### config.mk
export PLATFORM = sky130hd
export DESIGN_NAME = tslot_gate
export DESIGN_NICKNAME = d
export VERILOG_FILES = /design/src/rtl/tsg_pkg.sv /design/src/rtl/tsg_pos_counter.sv /design/src/rtl/tsg_window.sv /design/src/rtl/tslot_gate.sv
export SDC_FILE = /design/constraint.sdc
export NUM_CORES = 1
export LEC_CHECK = 0
export ABC_AREA = 0
export BUFFER_PORTS_ARGS = -buffer_cell sky130_fd_sc_hd__buf_2
export CAP_MARGIN = 20
export CORE_MARGIN = 1
export CORE_UTILIZATION = 40
export CTS_BUF_LIST = sky130_fd_sc_hd__clkbuf_4 sky130_fd_sc_hd__clkbuf_8
export CTS_CLUSTER_SIZE = 10
export DETAILED_ROUTE_END_ITERATION = 10
export GPL_ROUTABILITY_DRIVEN = 0
export GPL_TIMING_DRIVEN = 0
export HOLD_SLACK_MARGIN = 0.1
export PLACE_DENSITY_LB_ADDON = 0.3
export RECOVER_POWER = 25
export SYNTH_ARGS = -nofsm -noshare
export SYNTH_HDL_FRONTEND = slang
export SYNTH_HIERARCHICAL = 1
export SYNTH_SLANG_ARGS = --single-unit
### constraint.sdc
create_clock -name clk -period 1.8 [get_ports clk]
set_input_delay 0.36 -clock clk [delete_from_list [all_inputs] [get_ports clk]]
set_output_delay 0.36 -clock clk [all_outputs]
set_load 0.1 [all_outputs]
### src/rtl/tsg_pkg.sv
package tsg_pkg;
  localparam int unsigned TSG_SLOT_W  = 6;
  localparam int unsigned TSG_SHIFT_W = 3;
  localparam int unsigned TSG_LEN_W   = 8;
  localparam int unsigned TSG_NDIR    = 2;

  typedef enum logic [0:0] {
    DIR_RX = 1'b0,
    DIR_TX = 1'b1
  } tsg_dir_e;
endpackage

### src/rtl/tsg_pos_counter.sv
module tsg_pos_counter #(
  parameter int unsigned POS_W = 9
) (
  input  logic             clk,
  input  logic             rst_n,
  input  logic             bit_en,
  input  logic             fsync,
  output logic [POS_W-1:0] pos,
  output logic             framed,
  output logic             sync_tick
);
  localparam logic [POS_W-1:0] POS_MAX = {POS_W{1'b1}};

  logic [POS_W-1:0] pos_nxt;
  logic             framed_nxt;

  assign sync_tick = bit_en & fsync;

  always_comb begin
    pos_nxt    = pos;
    framed_nxt = framed;
    if (sync_tick) begin
      pos_nxt    = '0;
      framed_nxt = 1'b1;
    end else if (pos != POS_MAX) begin
      pos_nxt = pos + 1'b1;
    end
  end

  always_ff @(posedge clk or negedge rst_n) begin
    if (!rst_n) begin
      pos    <= '0;
      framed <= 1'b0;
    end else if (bit_en) begin
      pos    <= pos_nxt;
      framed <= framed_nxt;
    end
  end

  AST_SYNC_ZERO: assert property (@(posedge clk) disable iff (!rst_n)
    (bit_en && fsync) |=> (pos == '0 && framed));
  AST_POS_HOLD: assert property (@(posedge clk) disable iff (!rst_n)
    !bit_en |=> ($stable(pos) && $stable(framed)));
  AST_POS_SAT: assert property (@(posedge clk) disable iff (!rst_n)
    (bit_en && !fsync && pos == POS_MAX) |=> (pos == POS_MAX));
endmodule

### src/rtl/tsg_window.sv
module tsg_window #(
  parameter int unsigned SLOT_W  = 6,
  parameter int unsigned SHIFT_W = 3,
  parameter int unsigned LEN_W   = 8,
  parameter int unsigned POS_W   = SLOT_W + SHIFT_W
) (
  input  logic               clk,
  input  logic               rst_n,
  input  logic               load,
  input  logic               framed,
  input  logic [POS_W-1:0]   pos,
  input  logic [SLOT_W-1:0]  cfg_slot,
  input  logic [SHIFT_W-1:0] cfg_shift,
  input  logic [LEN_W-1:0]   cfg_len,
  output logic               win
);
  localparam int unsigned LAST_W = ((POS_W > LEN_W) ? POS_W : LEN_W) + 1;

  logic [POS_W-1:0]  start_q, start_d;
  logic [LAST_W-1:0] last_q, last_d;

  always_comb begin
    start_d = start_q;
    last_d  = last_q;
    if (load) begin
      start_d = {cfg_slot, cfg_shift};
      last_d  = LAST_W'({cfg_slot, cfg_shift}) + LAST_W'(cfg_len);
    end
  end

  always_ff @(posedge clk or negedge rst_n) begin
    if (!rst_n) begin
      start_q <= '0;
      last_q  <= '0;
    end else if (load) begin
      start_q <= start_d;
      last_q  <= last_d;
    end
  end

  always_comb begin
    win = framed && (pos >= start_q) && (LAST_W'(pos) <= last_q);
  end

  AST_WIN_NEEDS_FRAME: assert property (@(posedge clk) disable iff (!rst_n)
    !framed |-> !win);
  AST_CFG_HELD: assert property (@(posedge clk) disable iff (!rst_n)
    !load |=> ($stable(start_q) && $stable(last_q)));
  AST_WIN_MOVES_ON_STEP: assert property (@(posedge clk) disable iff (!rst_n)
    (pos == $past(pos) && !$past(load)) |-> $stable(win));
endmodule

### src/rtl/tslot_gate.sv
module tslot_gate
  import tsg_pkg::*;
#(
  parameter int unsigned SLOT_W  = TSG_SLOT_W,
  parameter int unsigned SHIFT_W = TSG_SHIFT_W,
  parameter int unsigned LEN_W   = TSG_LEN_W
) (
  input  logic               clk,
  input  logic               rst_n,
  input  logic               bit_en,
  input  logic               fsync,
  input  logic [SLOT_W-1:0]  rx_slot,
  input  logic [SHIFT_W-1:0] rx_shift,
  input  logic [LEN_W-1:0]   rx_len,
  input  logic [SLOT_W-1:0]  tx_slot,
  input  logic [SHIFT_W-1:0] tx_shift,
  input  logic [LEN_W-1:0]   tx_len,
  output logic               rx_win,
  output logic               tx_win
);
  localparam int unsigned POS_W = SLOT_W + SHIFT_W;

  logic [POS_W-1:0]   pos;
  logic               framed;
  logic               sync_tick;
  logic [SLOT_W-1:0]  slot_a  [TSG_NDIR];
  logic [SHIFT_W-1:0] shift_a [TSG_NDIR];
  logic [LEN_W-1:0]   len_a   [TSG_NDIR];
  logic [TSG_NDIR-1:0] win_a;

  assign slot_a[DIR_RX]  = rx_slot;
  assign shift_a[DIR_RX] = rx_shift;
  assign len_a[DIR_RX]   = rx_len;
  assign slot_a[DIR_TX]  = tx_slot;
  assign shift_a[DIR_TX] = tx_shift;
  assign len_a[DIR_TX]   = tx_len;

  tsg_pos_counter #(.POS_W(POS_W)) u_cnt (
    .clk       (clk),
    .rst_n     (rst_n),
    .bit_en    (bit_en),
    .fsync     (fsync),
    .pos       (pos),
    .framed    (framed),
    .sync_tick (sync_tick)
  );

  for (genvar d = 0; d < TSG_NDIR; d++) begin : g_dir
    tsg_window #(
      .SLOT_W  (SLOT_W),
      .SHIFT_W (SHIFT_W),
      .LEN_W   (LEN_W),
      .POS_W   (POS_W)
    ) u_win (
      .clk       (clk),
      .rst_n     (rst_n),
      .load      (sync_tick),
      .framed    (framed),
      .pos       (pos),
      .cfg_slot  (slot_a[d]),
      .cfg_shift (shift_a[d]),
      .cfg_len   (len_a[d]),
      .win       (win_a[d])
    );
  end

  assign rx_win = win_a[DIR_RX];
  assign tx_win = win_a[DIR_TX];

  AST_RESTART_AT_ZERO_RX: assert property (@(posedge clk) disable iff (!rst_n)
    (sync_tick && rx_slot == '0 && rx_shift == '0) |=> rx_win);
  AST_RESTART_AT_ZERO_TX: assert property (@(posedge clk) disable iff (!rst_n)
    (sync_tick && tx_slot == '0 && tx_shift == '0) |=> tx_win);
endmodule

# Word-level counts from Yosys, hierarchy flattened
# Index checks and enable logic that the tools add are counted.
dict set report totals {
  latch_bits 0
  wordCells 24
  rom_bits 0
  ramBits 0
  ff_bits 48
  mem_count 0
}
dict set report op_classes {
  mux 2
  reduce_logical 7
  n_mul 0
  shifts 0
  magnitude_cmp 4
  n_bitwise 1
  div_mod_pow 0
  eq_ne 1
  n_addsub 3
}
# operator count
set op_table {}
lappend op_table {{adder 9 x 8 -> 10 bit} 2}
lappend op_table {{<= comparator 9 x 10 -> 1 bit} 2}
lappend op_table {{greater-or-equal comparator 9 bit} 2}
lappend op_table {{two-way mux 9 bit} 2}
lappend op_table {{adder 9 x 1 -> 9 bit (second input constant)} 1}
lappend op_table {{inequality test 9 bit (second input constant)} 1}
lappend op_table {{logical AND 1 bit} 4}
lappend op_table {{AND reduction 2 bit} 2}
lappend op_table {{nonzero test 2 bit} 1}
lappend op_table {{AND 1 bit} 1}

# Depth between registers and ports, before layout
# Gate-level depths: netlist (run 1).
dict set report logic_depth {
  word_depth 3
  ltp_mapped 8
}

# Cells and area by module
# Netlist (run 1), hierarchy kept.
# module cells_each instances area_per_inst_um2
set modules_own_cells {}
lappend modules_own_cells {tsg_window 155 2 1461.4}
lappend modules_own_cells {tsg_pos_counter 54 1 536.8}

# Worst setup path before layout (run 1)
# No wires, ideal clock.
dict set report synth_timing {
  path_type {register -> output}
  from {register u_cnt.pos[7]}
  to {output rx_win}
  arrival_time_ps 3529
  stages_incl_launch_ff 7
  setup_slack_ps -2089
  path_buffers 0
  t_required_ps 1440
  cell_sequence {dfrtp_1 > ha_1 > a211oi_1 > o31a_1 > a31oi_1 > o21a_1 > a211oi_1}
}
dict set report synth_via {
  elab_chain_cells 3
  word_cells_on_any_way 4
  classes_between {order compare: 2; reduce/logical: 2}
}
# element line
set synth_lines {}
lappend synth_lines {{start: declaration} tsg_pos_counter.sv:8} ;# output logic [POS_W-1:0] pos,
lappend synth_lines {{start signal: assignment} tsg_pos_counter.sv:35} ;# pos <= pos_nxt;
lappend synth_lines {{greater-or-equal comparator 9 bit} tsg_window.sv:42} ;# win = framed && (pos >= start_q) && (LAST_W'(pos) <= last_q);
lappend synth_lines {{logical AND 1 bit} tsg_window.sv:42}
lappend synth_lines {{logical AND 1 bit *} tsg_window.sv:42}
lappend synth_lines {{end: declaration} tslot_gate.sv:18} ;# output logic rx_win,
# Every way passes the cells marked *; elsewhere a longest branch is shown, timed or not.

# Worst setup path after layout (run 1)
dict set report layout_timing {
  from {register u_cnt.pos[4]}
  to {output tx_win}
}
dict set report layout_via {
  elab_chain_cells 3
  word_cells_on_any_way 4
  classes_between {order compare: 2; reduce/logical: 2}
}
# element line
set layout_lines {}
lappend layout_lines {{greater-or-equal comparator 9 bit} tsg_window.sv:42}
lappend layout_lines {{logical AND 1 bit} tsg_window.sv:42}
lappend layout_lines {{logical AND 1 bit *} tsg_window.sv:42}
lappend layout_lines {{end: declaration} tslot_gate.sv:19} ;# output logic tx_win
# Marked as above.

==> impl_metrics.ini, run 1 <==
[sta]
rsz0062_at_grt = yes
max_slew_margin_pct = 20.0
skew_ns = 0.00914
min_period_ns = 2.46
hold_viol = 0
final.setup.worst_slack_ns = -0.658
finalSetupViolCount = 13
fmax_ghz = 0.407
final.setup.tns_ns = -3.57
worst_slew_pin_slew_ns = 1.20
timing.final.crit_share_pct = 137
maxSlewViolCount = 0

[logic_synthesis]
ys_async_sr_fraction_pct = 100
synthCells = 364
yosys_register_bits = 48
syn-cell-area_um2 = 3460
ys.warnings.count = 6
seq_area_frac_synth_pct = 34.7
syn_avg_cell_area_um2 = 9.50
synth_ff_type = dfrtp_1
synthTopCellsByArea = dfrtp_1, ha_1, o21ai_0
synth_top_area_cell = dfrtp_1
synth_nets = 458
synth_cell_types = 43
synth_top_area_share_pct = 34.7
synth_edf_count = 0

[grt]
grt_pass1_vias = 2897
antenna_found_initial = 0
grt_pass1_wl_um = 13700
grt_remaining_overflow = 0
grt_max_degree = 49
grtUsageTotal_pct = 19.8

[setup_path]
endpoint_kind = output port
path_max_fanout = 6
worstPathArrival_ns = 2.10
path_class = flip-flop to output port
crit_required_ns = 1.44
cp-start-kind = flip-flop

[power]
leakage_nw = 2.03
swShare_pct = 33.0
max-vdd-ir-drop_mv = 0.330
powerDensity_nw_per_um2 = 678
power_mw = 3.10
power_frac_seq_pct = 42.0
internal_power_mw = 2.08
clkPwrFrac_pct = 22.4
combPwrFrac_pct = 35.6
p_switching_mw = 1.02

[cts]
clock_latency_ns = 0.30
cts_sinks = 48
root_buffer = clkbuf_8
cts_tree = built
clkSlewWorstSetupHoldPaths_ns = 0.09
cts_max_level = 2
cts_max_path_buffers = 2
cts_made_buffers = 5

[place]
port_buffers = 39
dp.final_hpwl_um = 5910

[final_layout]
syn_to_final_growth_pct = 32.2
layout_commonest_cell = dfrtp_1
final_cell_mix = dfrtp_1, inv_1, ha_1
nNetsFinal = 528
antenna_cells = 0
drive_gt1_share_pct = 31.3

[detailed_routing]
wl_um = 8560
via_per_inst = 5.39
drc = 0
drt_iter0_markers = 122
dr_wl_met3_um = 227
drtPass1Iterations = 4
m1WireLength_um = 4090
vias = 2911
wl_met2_um = 4130
top_layer_used = met4
antenna_left = 0
wl_per_cell_um = 15.8

[floorplanning]
num_io_pins = 40
rows = 33
fp.dieW_um = 95
dieArea_um2 = 9030
die_h_um = 95
fp.coreArea_um2 = 8300
start_util_pct = 41.7

[flow_run]
drv_cap = 0

[min_path]
hold_path_class = primary input to flip-flop

[run_status]
outcome = finished, violations left
failed_checks = setup timing
[Yosys cell counts, types with 3 or more instances]
cell type,instances
inv_1,39
ha_1,54
nor2_1,9
a21oi_1,21
a211o_1,6
nand3_1,5
mux2_2,5
a211oi_1,10
o21ai_1,4
o211ai_1,4
nand4_1,3
xor2_1,8
o21bai_1,6
o21ai_0,33
o22ai_1,4
clkbuf_1,4
o21a_1,8
a31oi_1,4
nand2_1,24
nor4_1,3
o221ai_1,4
dfrtp_1,48
nand2b_1,13
mux2i_1,9
a21o_1,4
nor3_1,3
[area by class of cell]
type	instances	area, um2
fill	717	3720
clock buffer	8	97.6
timing repair buffer	64	460
tap	105	131
multi-input combinational	269	2490
inverter	40	154
buffer	6	25.0
sequential	48	1210
[worst max-delay path: stages, from the launching register on]
cell	delay (ns)
dfrtp_2	0.51
ha_4	0.31
a21oi_1	0.08
a21oi_2	0.19
o211ai_1	0.16
a211oi_4	0.33
buf_12	0.21
[final timing paths]
path | startpoint | to | slack, ns | cells after the start
min | rx_shift[2] | g_dir[0].u_win/start_q[2] | 0.28 | 3
max in group asynchronous | rst_n | u_cnt/pos[2] | 0.18 | 2
max | u_cnt/pos[4] | tx_win | -0.66 | 6
min in group asynchronous | rst_n | g_dir[0].u_win/last_q[4] | 0.82 | 2
min reg2reg | u_cnt/framed | u_cnt/framed | 0.50 | 1
max reg2reg | u_cnt/pos[1] | u_cnt/pos[3] | -0.35 | 9
[power groups by stage]
stage          logic [mW]  clock network [mW]  registers [mW]
4_1_cts              1.02               0.715            1.30
6_report             1.10               0.693            1.30
3_3_place_gp        0.870                   0            1.32
5_1_grt              1.24               0.753            1.32
3_5_place_dp        0.904                   0            1.32
2_1_floorplan       0.651                   0            1.30
[flip-flops by register name, summed over array words and instances (netlist names)]
| register | count |
|---|---|
| g_dir.u_win/last_q | 20 |
| g_dir.u_win/start_q | 18 |
| u_cnt/pos | 9 |
| u_cnt/framed | 1 |
[what timing repair did]
item	CTS	global route
pin swaps	21	18
hold endpoints to repair	0	20
hold buffers	0	1
gates resized for setup	39	23
setup buffers	18	5
endpoints found under the setup margin	11	18
[per-layer routing]
metal | track usage [%] | vias up
met1 | 27.8 | 1398
met5 | 0 | -
met4 | 4.55 | 0
met2 | 32.3 | 42
met3 | 2.66 | 9
li1 | - | 1462
[per-stage QoR]
stage                     hold WS (ns)  cells  utilization (%)  worst slack (ns)  cell area (um2)
after floorplan                 0.0644    364                -            -0.612             3600
after global placement           0.488    508             47.3            -0.574             3930
after detailed placement         0.490    508             47.3            -0.592             3930
after CTS                        0.281    533             52.9            -0.606             4390
after global routing             0.292    540             55.1            -0.701             4570
final                            0.279    540             55.1            -0.658             4570
[logic make-up after synthesis]
| family | share of synthesized area (%) |
|---|---|
| buf+inv | 5.21 |
| compound gates | 22.7 |
| fa+ha+maj | 20.7 |
| simple gates | 9.95 |
| flops | 34.7 |
| xor+xnor | 2.53 |
| mux | 4.23 |
Power figures use the tool's default switching activity.
==> inputs of run 2 (changes only) <==
--- a/config.mk
+++ b/config.mk
@@ -20,5 +20,4 @@
 export RECOVER_POWER = 25
 export SYNTH_ARGS = -nofsm -noshare
 export SYNTH_HDL_FRONTEND = slang
-export SYNTH_HIERARCHICAL = 1
 export SYNTH_SLANG_ARGS = --single-unit
==> impl_metrics.ini, run 2 <==
[final_layout]
regMostFlops = g_dir.u_win.last_q
fillers = 755
final_cell_mix = nand2_1, ha_1, inv_1
layoutNonFillerInstCount = 549
layout_commonest_cell = nand2_1
top_regs = g_dir.u_win.last_q (20), g_dir.u_win.start_q (18), u_cnt.pos (9)
nNetsFinal = 537
seq_area_um2 = 1210
syn_to_final_growth_pct = 25.7
antenna_cells = 0
multi_input_area_um2 = 2270
largest_register_ff_count = 20
drive_gt1_share_pct = 26.4
utilization_pct = 52.1

[setup_path]
worstPathArrival_ns = 2.10
endpoint_kind = output port
r2r_start = u_cnt.pos[1]
crit_required_ns = 1.44
slowest_stage = dfrtp_2
cpLargestDelayFamily = compound AO/OA/AOI/OAI gates
reg2reg_to = u_cnt.pos[3]
cp-start-kind = flip-flop
path_class = flip-flop to output port
critical_path.cell_chain = ha_2 -> nand4b_1 -> o31ai_2 -> o221ai_2 -> a21oi_4 -> buf_12
max_stage_delay_ns = 0.47
cp.buffers_inverters = 1
path_max_fanout = 5
ff2ff_path_depth = 9
ff2ff_setup_slack_ns = -0.17

[place]
dp.cells = 524
pre_cts_ws_ns = -0.668
dp.final_hpwl_um = 6290
port_buffers = 38

[sta]
maxSlewViolCount = 0
hold_viol = 0
max_slew_margin_pct = 52.1
min_period_ns = 2.46
final.setup.tns_ns = -1.97
worst_slew_pin_slew_ns = 0.719
final.setup.worst_slack_ns = -0.663
fmax_ghz = 0.406
skew_ns = 0.00489
timing.final.crit_share_pct = 137
finalSetupViolCount = 8
rsz0062_at_grt = yes

[power]
leakage_nw = 2.05
powerDensity_nw_per_um2 = 731
max-vdd-ir-drop_mv = 0.263

[logic_synthesis]
synthCells = 381
post-synth-top-count-cell = ha_1
ys.warnings.count = 0
synth_nets = 475
synth_cell_types = 48
yosys_register_bits = 48
synth_edf_count = 0
syn_avg_cell_area_um2 = 8.94
synth_commonest_cells = ha_1, nand2_1, dfrtp_1
synth_top_area_cell = dfrtp_1
seq_area_frac_synth_pct = 35.3
synth_ff_type = dfrtp_1
synthTopCellsByArea = dfrtp_1, ha_1, nand2_1
synth_top_area_share_pct = 35.3
syn-cell-area_um2 = 3410
ys_async_sr_fraction_pct = 100

[cts]
cts_tree = built
cts_made_buffers = 5
clock_latency_ns = 0.31
cts_max_level = 2
cts_sinks = 48
root_buffer = clkbuf_8
clkSlewWorstSetupHoldPaths_ns = 0.09
cts_max_path_buffers = 2

[grt]
grt_pass1_vias = 2880
grtUsageTotal_pct = 20.3
grt_remaining_overflow = 0
grt_pass1_wl_um = 13700
grt_max_degree = 49
antenna_found_initial = 0

[detailed_routing]
drc = 0
drtPass1Iterations = 4
wl_um = 8550
vias = 2972
via_per_inst = 5.41
drt_iter0_markers = 126
antenna_left = 0
wl_per_cell_um = 15.6

[floorplanning]
die_h_um = 94.3
num_io_pins = 40
start_util_pct = 41.5
fp.coreArea_um2 = 8220
dieArea_um2 = 8890
rows = 33
fp.dieW_um = 94.3

[min_path]
holdPathEnd = g_dir[1].u_win.start_q[0]
min_from = tx_shift[0]
holdPathStages = 3
hold_path_class = primary input to flip-flop

[run_status]
failed_checks = setup timing
outcome = finished, violations left

[flow_run]
drv_cap = 0
==> run 2: changes by cell type after synthesis, moves of 6 or more <==
cell,delta
and3_1,+6
nand2_1,+26
a211oi_1,-7
mux2i_1,-9
o21a_1,-8
nand2b_1,-7
==> run 2: through the flow <==
step	hold WS (ns)	power [mW]	area (um2)
global route	0.280	3.33	4280
CTS	0.260	3.04	4040
detailed placement	0.470	2.25	3850
finish	0.261	3.13	4280
global placement	0.466	2.20	3850
floorplan	0.0644	1.96	3530
==> run 2: metal layers <==
layer | up-vias | GRT usage [%] | wire [um]
met1 | 1452 | 27.8 | 4050
met2 | 46 | 32.7 | 4030
met5 | - | 0 | 0
met4 | 0 | 6.92 | 164
met3 | 13 | 2.75 | 300
li1 | 1461 | - | -
==> run 2: how the worst max path moves through the flow <==
stage                        end  cells past startpoint  slack [ns]          from
final                     tx_win                      6       -0.66  u_cnt.pos[8]
after CTS                 tx_win                      7       -0.69  u_cnt.pos[7]
after global routing      tx_win                      6       -0.74  u_cnt.pos[8]
after detailed placement  rx_win                      8       -0.67  u_cnt.pos[0]
after global placement    rx_win                      8       -0.64  u_cnt.pos[0]
after floorplan           tx_win                      6       -0.42  u_cnt.pos[7]
==> run 2: kinds of logic (layout without fill, tap and decap cells) <==
logic type | after synthesis | count (layout) | share of synthesized area [%]
xor+xnor | 13 | 13 | 3.34
flops | 48 | 48 | 35.3
compound gates | 98 | 98 | 17.9
fa+ha+maj | 56 | 56 | 21.0
simple gates | 112 | 112 | 16.0
buf+inv | 54 | 117 | 6.43
==> run 2: timing repair <==
item	in CTS	in global routing
pin swaps	3	16
endpoints found under the setup margin	11	13
setup buffers	4	11
endpoints found under the hold margin	0	12
gates resized for setup	17	28
hold buffers	0	1
==> run 2: area by class of cell <==
type / count / share of cell area (%)
Timing Repair Buffer: 55 / 8.15
Tap cell: 105 / 3.07
Sequential cell: 48 / 28.3
Buffer: 10 / 1.26
Inverter: 44 / 3.86
Multi-Input combinational cell: 279 / 53.0
Clock buffer: 8 / 2.43
==> run 2: worst register-to-register path: cells and delay by family (launching register included) <==
kind / cells / cell delay, ns
XOR/XNOR: 1 / 0.14
AND/OR/NAND/NOR: 4 / 0.51
AO/OA/AOI/OAI: 1 / 0.20
adder cells (fa/ha/maj): 2 / 0.40
buffers and inverters: 1 / 0.15
flip-flops: 1 / 0.48
==> run 2: power by group <==
| group | internal [mW] | switching [mW] | total (mW) |
|---|---|---|---|
| Clock | 0.367 | 0.382 | 0.749 |
| Combinational | 0.467 | 0.606 | 1.07 |
| Sequential | 1.23 | 0.0792 | 1.31 |
